==> config.mk <==
export PLATFORM = sky130hd
export DESIGN_NAME = crx_unit
export DESIGN_NICKNAME = d
export VERILOG_FILES = /design/src/rtl/crx_pkg.sv /design/src/rtl/crx_decode.sv /design/src/rtl/crx_seq.sv /design/src/rtl/crx_regbank.sv /design/src/rtl/crx_unit.sv
export SDC_FILE = /design/constraint.sdc
export NUM_CORES = 1
export LEC_CHECK = 0
export CORE_ASPECT_RATIO = 2
export CORE_MARGIN = 1.5
export CORE_UTILIZATION = 37
export DETAILED_ROUTE_END_ITERATION = 12
export PLACE_DENSITY = 0.77
export SYNTH_ARGS = -nofsm -noshare
export SYNTH_HDL_FRONTEND = slang
export SYNTH_SLANG_ARGS = --single-unit
==> constraint.sdc <==
create_clock -name clk -period 2.45 [get_ports clk]
set_input_delay 0.49 -clock clk [delete_from_list [all_inputs] [get_ports clk]]
set_output_delay 0.49 -clock clk [all_outputs]
set_load 0.01 [all_outputs]
==> src/rtl/crx_pkg.sv <==
package crx_pkg;

    localparam int DW      = 32;
    localparam int GPR_AW  = 3;
    localparam int CR_N    = 4;
    localparam int FLAG_N  = 6;

    localparam logic [7:0] BYTE_ESC     = 8'h0F;
    localparam logic [7:0] BYTE_TO_CR   = 8'h22;
    localparam logic [7:0] BYTE_FROM_CR = 8'h20;
    localparam logic [1:0] MOD_REGREG   = 2'b11;

    typedef enum logic [1:0] {
        CRI_0 = 2'd0,
        CRI_2 = 2'd1,
        CRI_3 = 2'd2,
        CRI_4 = 2'd3
    } cr_idx_e;

    typedef struct packed {
        logic                to_cr;
        cr_idx_e             cr;
        logic [GPR_AW-1:0]   gpr;
    } xfer_op_t;

    typedef struct packed {
        logic       ok;
        cr_idx_e    idx;
    } cr_sel_t;

    function automatic cr_sel_t map_cr_field(input logic [2:0] f);
        cr_sel_t s;
        s.ok  = 1'b1;
        s.idx = CRI_0;
        case (f)
            3'd0:    s.idx = CRI_0;
            3'd2:    s.idx = CRI_2;
            3'd3:    s.idx = CRI_3;
            3'd4:    s.idx = CRI_4;
            default: s.ok  = 1'b0;
        endcase
        return s;
    endfunction

endpackage

==> src/rtl/crx_decode.sv <==
module crx_decode
    import crx_pkg::*;
(
    input  logic [7:0] esc_byte,
    input  logic [7:0] op_byte,
    input  logic [7:0] modrm_byte,
    output logic       op_ok,
    output xfer_op_t   op
);
    logic [1:0] mod_f;
    logic [2:0] reg_f;
    logic [2:0] rm_f;
    cr_sel_t    sel;
    logic       dir_ok;

    always_comb begin
        mod_f    = modrm_byte[7:6];
        reg_f    = modrm_byte[5:3];
        rm_f     = modrm_byte[2:0];
        sel      = map_cr_field(reg_f);
        dir_ok   = (op_byte == BYTE_TO_CR) || (op_byte == BYTE_FROM_CR);
        op.to_cr = (op_byte == BYTE_TO_CR);
        op.cr    = sel.idx;
        op.gpr   = rm_f;
        op_ok    = (esc_byte == BYTE_ESC) && dir_ok
                   && (mod_f == MOD_REGREG) && sel.ok;
    end

endmodule

==> src/rtl/crx_seq.sv <==
module crx_seq
    import crx_pkg::*;
#(
    parameter int              RD_LAT      = 4,
    parameter int              WR_LAT      = 12,
    parameter int              WR_LAT_SLOW = 22,
    parameter logic [CR_N-1:0] SLOW_SET    = 4'b1001
) (
    input  logic              clk,
    input  logic              rst,
    input  logic              start,
    input  logic              dec_ok,
    input  xfer_op_t          dec_op,
    output logic              busy,
    output logic              done,
    output logic              illegal,
    output logic              commit,
    output xfer_op_t          cur_op,
    output logic              flush,
    output logic [FLAG_N-1:0] undef_mask
);
    localparam int MAX_A = (RD_LAT > WR_LAT) ? RD_LAT : WR_LAT;
    localparam int MAX_L = (MAX_A > WR_LAT_SLOW) ? MAX_A : WR_LAT_SLOW;
    localparam int CW    = $clog2(MAX_L + 1);

    logic [CW-1:0] cnt;

    function automatic logic [CW-1:0] first_count(input xfer_op_t o);
        int l;
        if (!o.to_cr)
            l = RD_LAT;
        else if (SLOW_SET[o.cr])
            l = WR_LAT_SLOW;
        else
            l = WR_LAT;
        return CW'(l - 1);
    endfunction

    assign commit = busy && (cnt == '0);

    always_ff @(posedge clk) begin
        if (rst) begin
            busy       <= 1'b0;
            done       <= 1'b0;
            illegal    <= 1'b0;
            flush      <= 1'b0;
            undef_mask <= '0;
            cnt        <= '0;
            cur_op     <= '0;
        end else begin
            done       <= 1'b0;
            illegal    <= 1'b0;
            flush      <= 1'b0;
            undef_mask <= '0;
            if (busy) begin
                if (cnt == '0) begin
                    busy       <= 1'b0;
                    done       <= 1'b1;
                    undef_mask <= '1;
                    flush      <= cur_op.to_cr && (cur_op.cr == CRI_3);
                end else begin
                    cnt <= cnt - 1'b1;
                end
            end else if (start) begin
                if (dec_ok) begin
                    busy   <= 1'b1;
                    cur_op <= dec_op;
                    cnt    <= first_count(dec_op);
                end else begin
                    illegal <= 1'b1;
                end
            end
        end
    end

    AST_FLUSH_WITH_DONE: assert property (@(posedge clk) disable iff (rst)
        flush |-> done);
    AST_DONE_SINGLE: assert property (@(posedge clk) disable iff (rst)
        done |=> !done);
    AST_DONE_AFTER_BUSY: assert property (@(posedge clk) disable iff (rst)
        done |-> (!busy && $past(busy)));
    AST_BUSY_HOLDS: assert property (@(posedge clk) disable iff (rst)
        (busy && !commit) |=> busy);
    AST_ILLEGAL_IDLE: assert property (@(posedge clk) disable iff (rst)
        illegal |-> !busy);
    AST_FLAGS_AT_DONE: assert property (@(posedge clk) disable iff (rst)
        (undef_mask != '0) |-> done);

endmodule

==> src/rtl/crx_regbank.sv <==
module crx_regbank
    import crx_pkg::*;
#(
    parameter logic [CR_N-1:0][DW-1:0] INIT = '0,
    parameter logic [CR_N-1:0][DW-1:0] RSV  = '0
) (
    input  logic                     clk,
    input  logic                     rst,
    input  logic                     wr_en,
    input  cr_idx_e                  wr_idx,
    input  logic [DW-1:0]            wr_data,
    input  cr_idx_e                  rd_idx,
    output logic [DW-1:0]            rd_data,
    output logic [CR_N-1:0][DW-1:0]  q
);
    for (genvar i = 0; i < CR_N; i++) begin : g_cr
        always_ff @(posedge clk) begin
            if (rst)
                q[i] <= INIT[i];
            else if (wr_en && (wr_idx == cr_idx_e'(i)))
                q[i] <= (wr_data & ~RSV[i]) | (q[i] & RSV[i]);
        end

        AST_RSV_HOLD: assert property (@(posedge clk) disable iff (rst)
            1'b1 |=> ((q[i] & RSV[i]) == ($past(q[i]) & RSV[i])));
    end

    assign rd_data = q[rd_idx];

endmodule

==> src/rtl/crx_unit.sv <==
module crx_unit
    import crx_pkg::*;
#(
    parameter int              RD_LAT      = 4,
    parameter int              WR_LAT      = 12,
    parameter int              WR_LAT_SLOW = 22,
    parameter logic [CR_N-1:0] SLOW_SET    = 4'b1001,
    parameter logic [31:0]     CR0_INIT    = 32'h0000_0010,
    parameter logic [31:0]     RSV_CR0     = 32'h1FFA_FFC0,
    parameter logic [31:0]     RSV_CR2     = 32'h0000_0000,
    parameter logic [31:0]     RSV_CR3     = 32'h0000_0FE7,
    parameter logic [31:0]     RSV_CR4     = 32'hFFC0_0000
) (
    input  logic        clk,
    input  logic        rst,
    input  logic        start,
    input  logic [7:0]  ins_esc,
    input  logic [7:0]  ins_op,
    input  logic [7:0]  ins_modrm,
    output logic        busy,
    output logic        done,
    output logic        illegal,
    output logic [2:0]  gpr_sel,
    input  logic [31:0] gpr_rd_data,
    output logic        gpr_wr_en,
    output logic [31:0] gpr_wr_data,
    output logic [31:0] cr0_q,
    output logic [31:0] cr2_q,
    output logic [31:0] cr3_q,
    output logic [31:0] cr4_q,
    output logic        tlb_flush_ng,
    output logic [5:0]  flags_undef
);
    localparam logic [CR_N-1:0][DW-1:0] INIT_ALL = {32'h0, 32'h0, 32'h0, CR0_INIT};
    localparam logic [CR_N-1:0][DW-1:0] RSV_ALL  = {RSV_CR4, RSV_CR3, RSV_CR2, RSV_CR0};

    logic                     dec_ok;
    xfer_op_t                 dec_op;
    xfer_op_t                 cur_op;
    logic                     commit;
    logic [DW-1:0]            cr_rd;
    logic [CR_N-1:0][DW-1:0]  cr_all;

    crx_decode u_dec (
        .esc_byte   (ins_esc),
        .op_byte    (ins_op),
        .modrm_byte (ins_modrm),
        .op_ok      (dec_ok),
        .op         (dec_op)
    );

    crx_seq #(
        .RD_LAT      (RD_LAT),
        .WR_LAT      (WR_LAT),
        .WR_LAT_SLOW (WR_LAT_SLOW),
        .SLOW_SET    (SLOW_SET)
    ) u_seq (
        .clk        (clk),
        .rst        (rst),
        .start      (start),
        .dec_ok     (dec_ok),
        .dec_op     (dec_op),
        .busy       (busy),
        .done       (done),
        .illegal    (illegal),
        .commit     (commit),
        .cur_op     (cur_op),
        .flush      (tlb_flush_ng),
        .undef_mask (flags_undef)
    );

    crx_regbank #(
        .INIT (INIT_ALL),
        .RSV  (RSV_ALL)
    ) u_bank (
        .clk     (clk),
        .rst     (rst),
        .wr_en   (commit && cur_op.to_cr),
        .wr_idx  (cur_op.cr),
        .wr_data (gpr_rd_data),
        .rd_idx  (cur_op.cr),
        .rd_data (cr_rd),
        .q       (cr_all)
    );

    assign gpr_sel     = cur_op.gpr;
    assign gpr_wr_en   = commit && !cur_op.to_cr;
    assign gpr_wr_data = cr_rd;
    assign cr0_q       = cr_all[0];
    assign cr2_q       = cr_all[1];
    assign cr3_q       = cr_all[2];
    assign cr4_q       = cr_all[3];

    AST_GPR_WR_THEN_DONE: assert property (@(posedge clk) disable iff (rst)
        gpr_wr_en |=> done);
    AST_GPR_WR_IN_BUSY: assert property (@(posedge clk) disable iff (rst)
        gpr_wr_en |-> busy);
    AST_ILLEGAL_NO_CR_CHANGE: assert property (@(posedge clk) disable iff (rst)
        illegal |-> $stable(cr_all));

endmodule

==> summary.md <==
| Metric | Value |
|---|---|
| Root Buffer | clkbuf_16 |
| Top_reg_cell synth | dfxtp_1 |
| Site Rows | 58 |
| Crit Path Class | flop to output port |
| EDFF count, synth | 0 |
| Hold Path Depth | 2 |
| Syn_area_per_cell | 8.897 µm² |
| Yosys warns | 0 |
| Worst R2R Start | u_seq.cnt[0] |
| Synth Register Bits | 102 |
| Crit. End Element | output port |
| Latest clock arrival within the worst-skew pair | 340 ps |
| Number of antenna violations at the first check in global routing | 0 |
| Worst path arrival time | 1910 ps |
| Ratio of cells with drive above 1 in the final layout | 10.35% |
| CP max-delay cell | clkdlybuf4s50_1 |
| Cell variety after synth | 46 |
| Die X-Extent | 83.65 µm |
| Post-DRT Antenna Nets | 0 |
| Initial DRC Count | 169 |
| Worst vdd ir | 0.3517 mV |
| Crit start category | flop |
| GRT Util Overall | 21.12% |
| Status | completed |
| Total Power | 0.003242 W |
| Sequential element share of the synthesized area | 42.42% |
| Final Max Slew Viols | 0 |
| Maximum Capacitance Violations | 0 |
| Hold WS | 472.1 ps |
| Leakage | 3.100 nW |
| Worst-margin pin slew | 578.7 ps |
| Inserted Diodes | 0 |
| First-pass DRT Iterations | 4 |
| Hold buffer count at cts | 0 |
| Remaining DRCs | 0 |
| Nets | 789 |
| WP data required | 1960 ps |
| First-pass GRT wire length | 22,970 µm |
| Detailed placement HPWL | 11,190 µm |
| Total Routed Length | 14,910 µm |
| Core Region | 12,630 µm² |
| Largest net degree at the start of global routing | 56 |
| Worst path cell trace | buf_8, mux2_2, a22o_1, clkdlybuf4s50_1 |
| Mapped Cells | 541 |
| Unrepaired setup endpoints after global routing | false |
| Fmax | 0.4166 GHz |
| Slew margin rel. | 61.42% |
| Layout Skew | 6.675 ps |
| Number of setup violations in the final report | 0 |
| Ports | 233 |
| Met3 usage | 3.668% |
| CP max FO | 8 |
| Routability congestion estimate | 0.8301 |
| Post-Syn Area | 4813 µm² |
| Synth async-reset ratio | 0% |
| Via/cell ratio | 5.044 |
| M1 GR Usage | 20.71% |
| Commonest non-fill, non-tap cells in the layout | 180 x clkdlybuf4s50_1, 100 x dfxtp_1, 69 x nand2_1 |
| Longest Clk Path Bufs | 2 |
| FF-to-FF End | u_seq.busy |
| Sink Count | 102 |
| Max incr delay on CP | 500 ps |
| Worst Reg-to-Reg Cells | 7 |
| Number of global-route vias before repair | 4,518 |
| Crit path depth | 4 |
| WL/cell | 16.87 µm |
| Final Cycle Share | 97.98% |
| CP top delay family | buffers and inverters |
| CP endpoint | gpr_wr_data[13] |
| CP bufs+invs | 2 |
| Vias post-DR | 4,459 |
| Area grow syn2layout | 49.44% |
| Starting Density | 38.12% |
| CTS tree | built |
| Flop2flop setup slack | 240 ps |
| CTS Buf Count | 9 |
| Die Height | 164.3 µm |
| P per Cell Area | 450.7 nW/µm² |
| Min cycle time layout | 2401 ps |
| Buffers on Ports | 191 |
| Commonest non-fill, non-tap cell in the layout | clkdlybuf4s50_1 |
| Clock transition at path regs | 70 ps |
| CTS H-Tree Depth | 3 |
| Hold Crit Class | flop to flop |
| Grt met2 use | 41.83% |
| Grt total ovfl | 0 |
| Crit path launch | u_seq.cur_op[3] |
| Most Used Layer, Global Route | met2 |
| Fin. Hold Viols | 0 |
| Die area | 13,740 µm² |
[cell usage after synthesis (2+ instances only)]
master	n	share of area [%]
nand2b_1	4	0.52
or3_1	2	0.26
nor4_1	3	0.39
nor2_1	61	4.8
buf_1	3	0.23
nor2b_1	10	1.3
clkbuf_1	35	2.7
mux2i_1	68	14
inv_1	4	0.31
and3_1	2	0.26
mux2_2	9	2.1
a22o_1	15	2.7
mux4_2	4	1.9
a21oi_1	42	4.4
and2_1	2	0.26
buf_4	50	7.8
nand2_1	69	5.4
or4_1	3	0.47
o21ai_0	13	1.4
nor3_1	3	0.31
nand3_1	9	0.94
or4b_2	2	0.42
nand4b_1	3	0.55
a211o_1	2	0.36
dfxtp_1	102	42
[kinds of logic (layout without fill, tap and decap cells)]
family          after synthesis  count (layout)  share of synthesized area, %
fa+ha+maj                     1               1                        0.2599
mux                          81              81                         18.12
compound gates               81              81                         10.22
other cells                   1              41                       0.07791
xor+xnor                      1               1                        0.1820
buf+inv                      93             246                         11.18
simple gates                181             181                         17.55
flops                       102             102                         42.42
[power by group]
| group | total [W] | switching (W) | internal (W) |
|---|---|---|---|
| logic | 0.000196 | 0.0000928 | 0.000103 |
| clock network | 0.00139 | 0.000654 | 0.000737 |
| registers | 0.00166 | 0.000000175 | 0.00165 |
[sequential cells by signal, indices dropped and copies added (netlist names)]
name,cells
u_seq.busy,1
u_bank.q,87
u_seq.flush,1
u_seq.illegal,1
u_seq.undef_mask,1
u_seq.cnt,5
u_seq.cur_op,6
[stage by stage]
step                      TNS [ps]  util, %  setup slack, ps  area, µm²  std cells
after global placement       -1530    54.17           -314.3       6840        867
final                            0    56.97            49.38       7193        884
after floorplan                  0        -            83.67       4964        581
after detailed placement     -1742    54.17           -312.2       6840        867
after CTS                        0    56.67            4.557       7156        884
after global routing             0    56.97            2.322       7193        884
[how the worst min path moves through the flow]
| stage | startpoint | to | slack [ps] |
|---|---|---|---|
| finish | u_bank.q[46] | u_bank.q[46] | 470 |
| global route | u_bank.q[36] | u_bank.q[36] | 500 |
| CTS | u_bank.q[46] | u_bank.q[46] | 480 |
| detailed placement | u_bank.q[46] | u_bank.q[46] | 470 |
| global placement | u_seq.cur_op[2] | u_seq.cur_op[2] | 460 |
| floorplan | u_seq.cur_op[0] | u_seq.cur_op[0] | 450 |
[layer usage]
metal / wire length (µm) / up-vias
li1: - / 2135
met1: 5189 / 2116
met2: 8481 / 182
met3: 799 / 26
met4: 443 / 0
met5: 0 / -
[tightest hold or removal path: cells and delay by family, from the launching register on]
family	cells	cell delay, ps
AOI/OAI and AO/OA	1	50
DFF	1	320
and+or+nand+nor	1	50
[area by class of cell]
type / count / area, µm²
clock inverter: 6 / 53.80
clock buffer: 10 / 239.0
sequential: 102 / 2049
multi-input combinational: 386 / 2402
inverter: 4 / 15.01
tap: 150 / 187.7
timing repair buffer: 226 / 2246
fill: 1132 / 5434
[repair_timing]
action / CTS / global route
setup endpoints to repair: 28 / 17
pin swaps: 1 / 0
buffers inserted: 1 / 0
gates resized for setup: 9 / 12
Power figures use the tool's default switching activity.
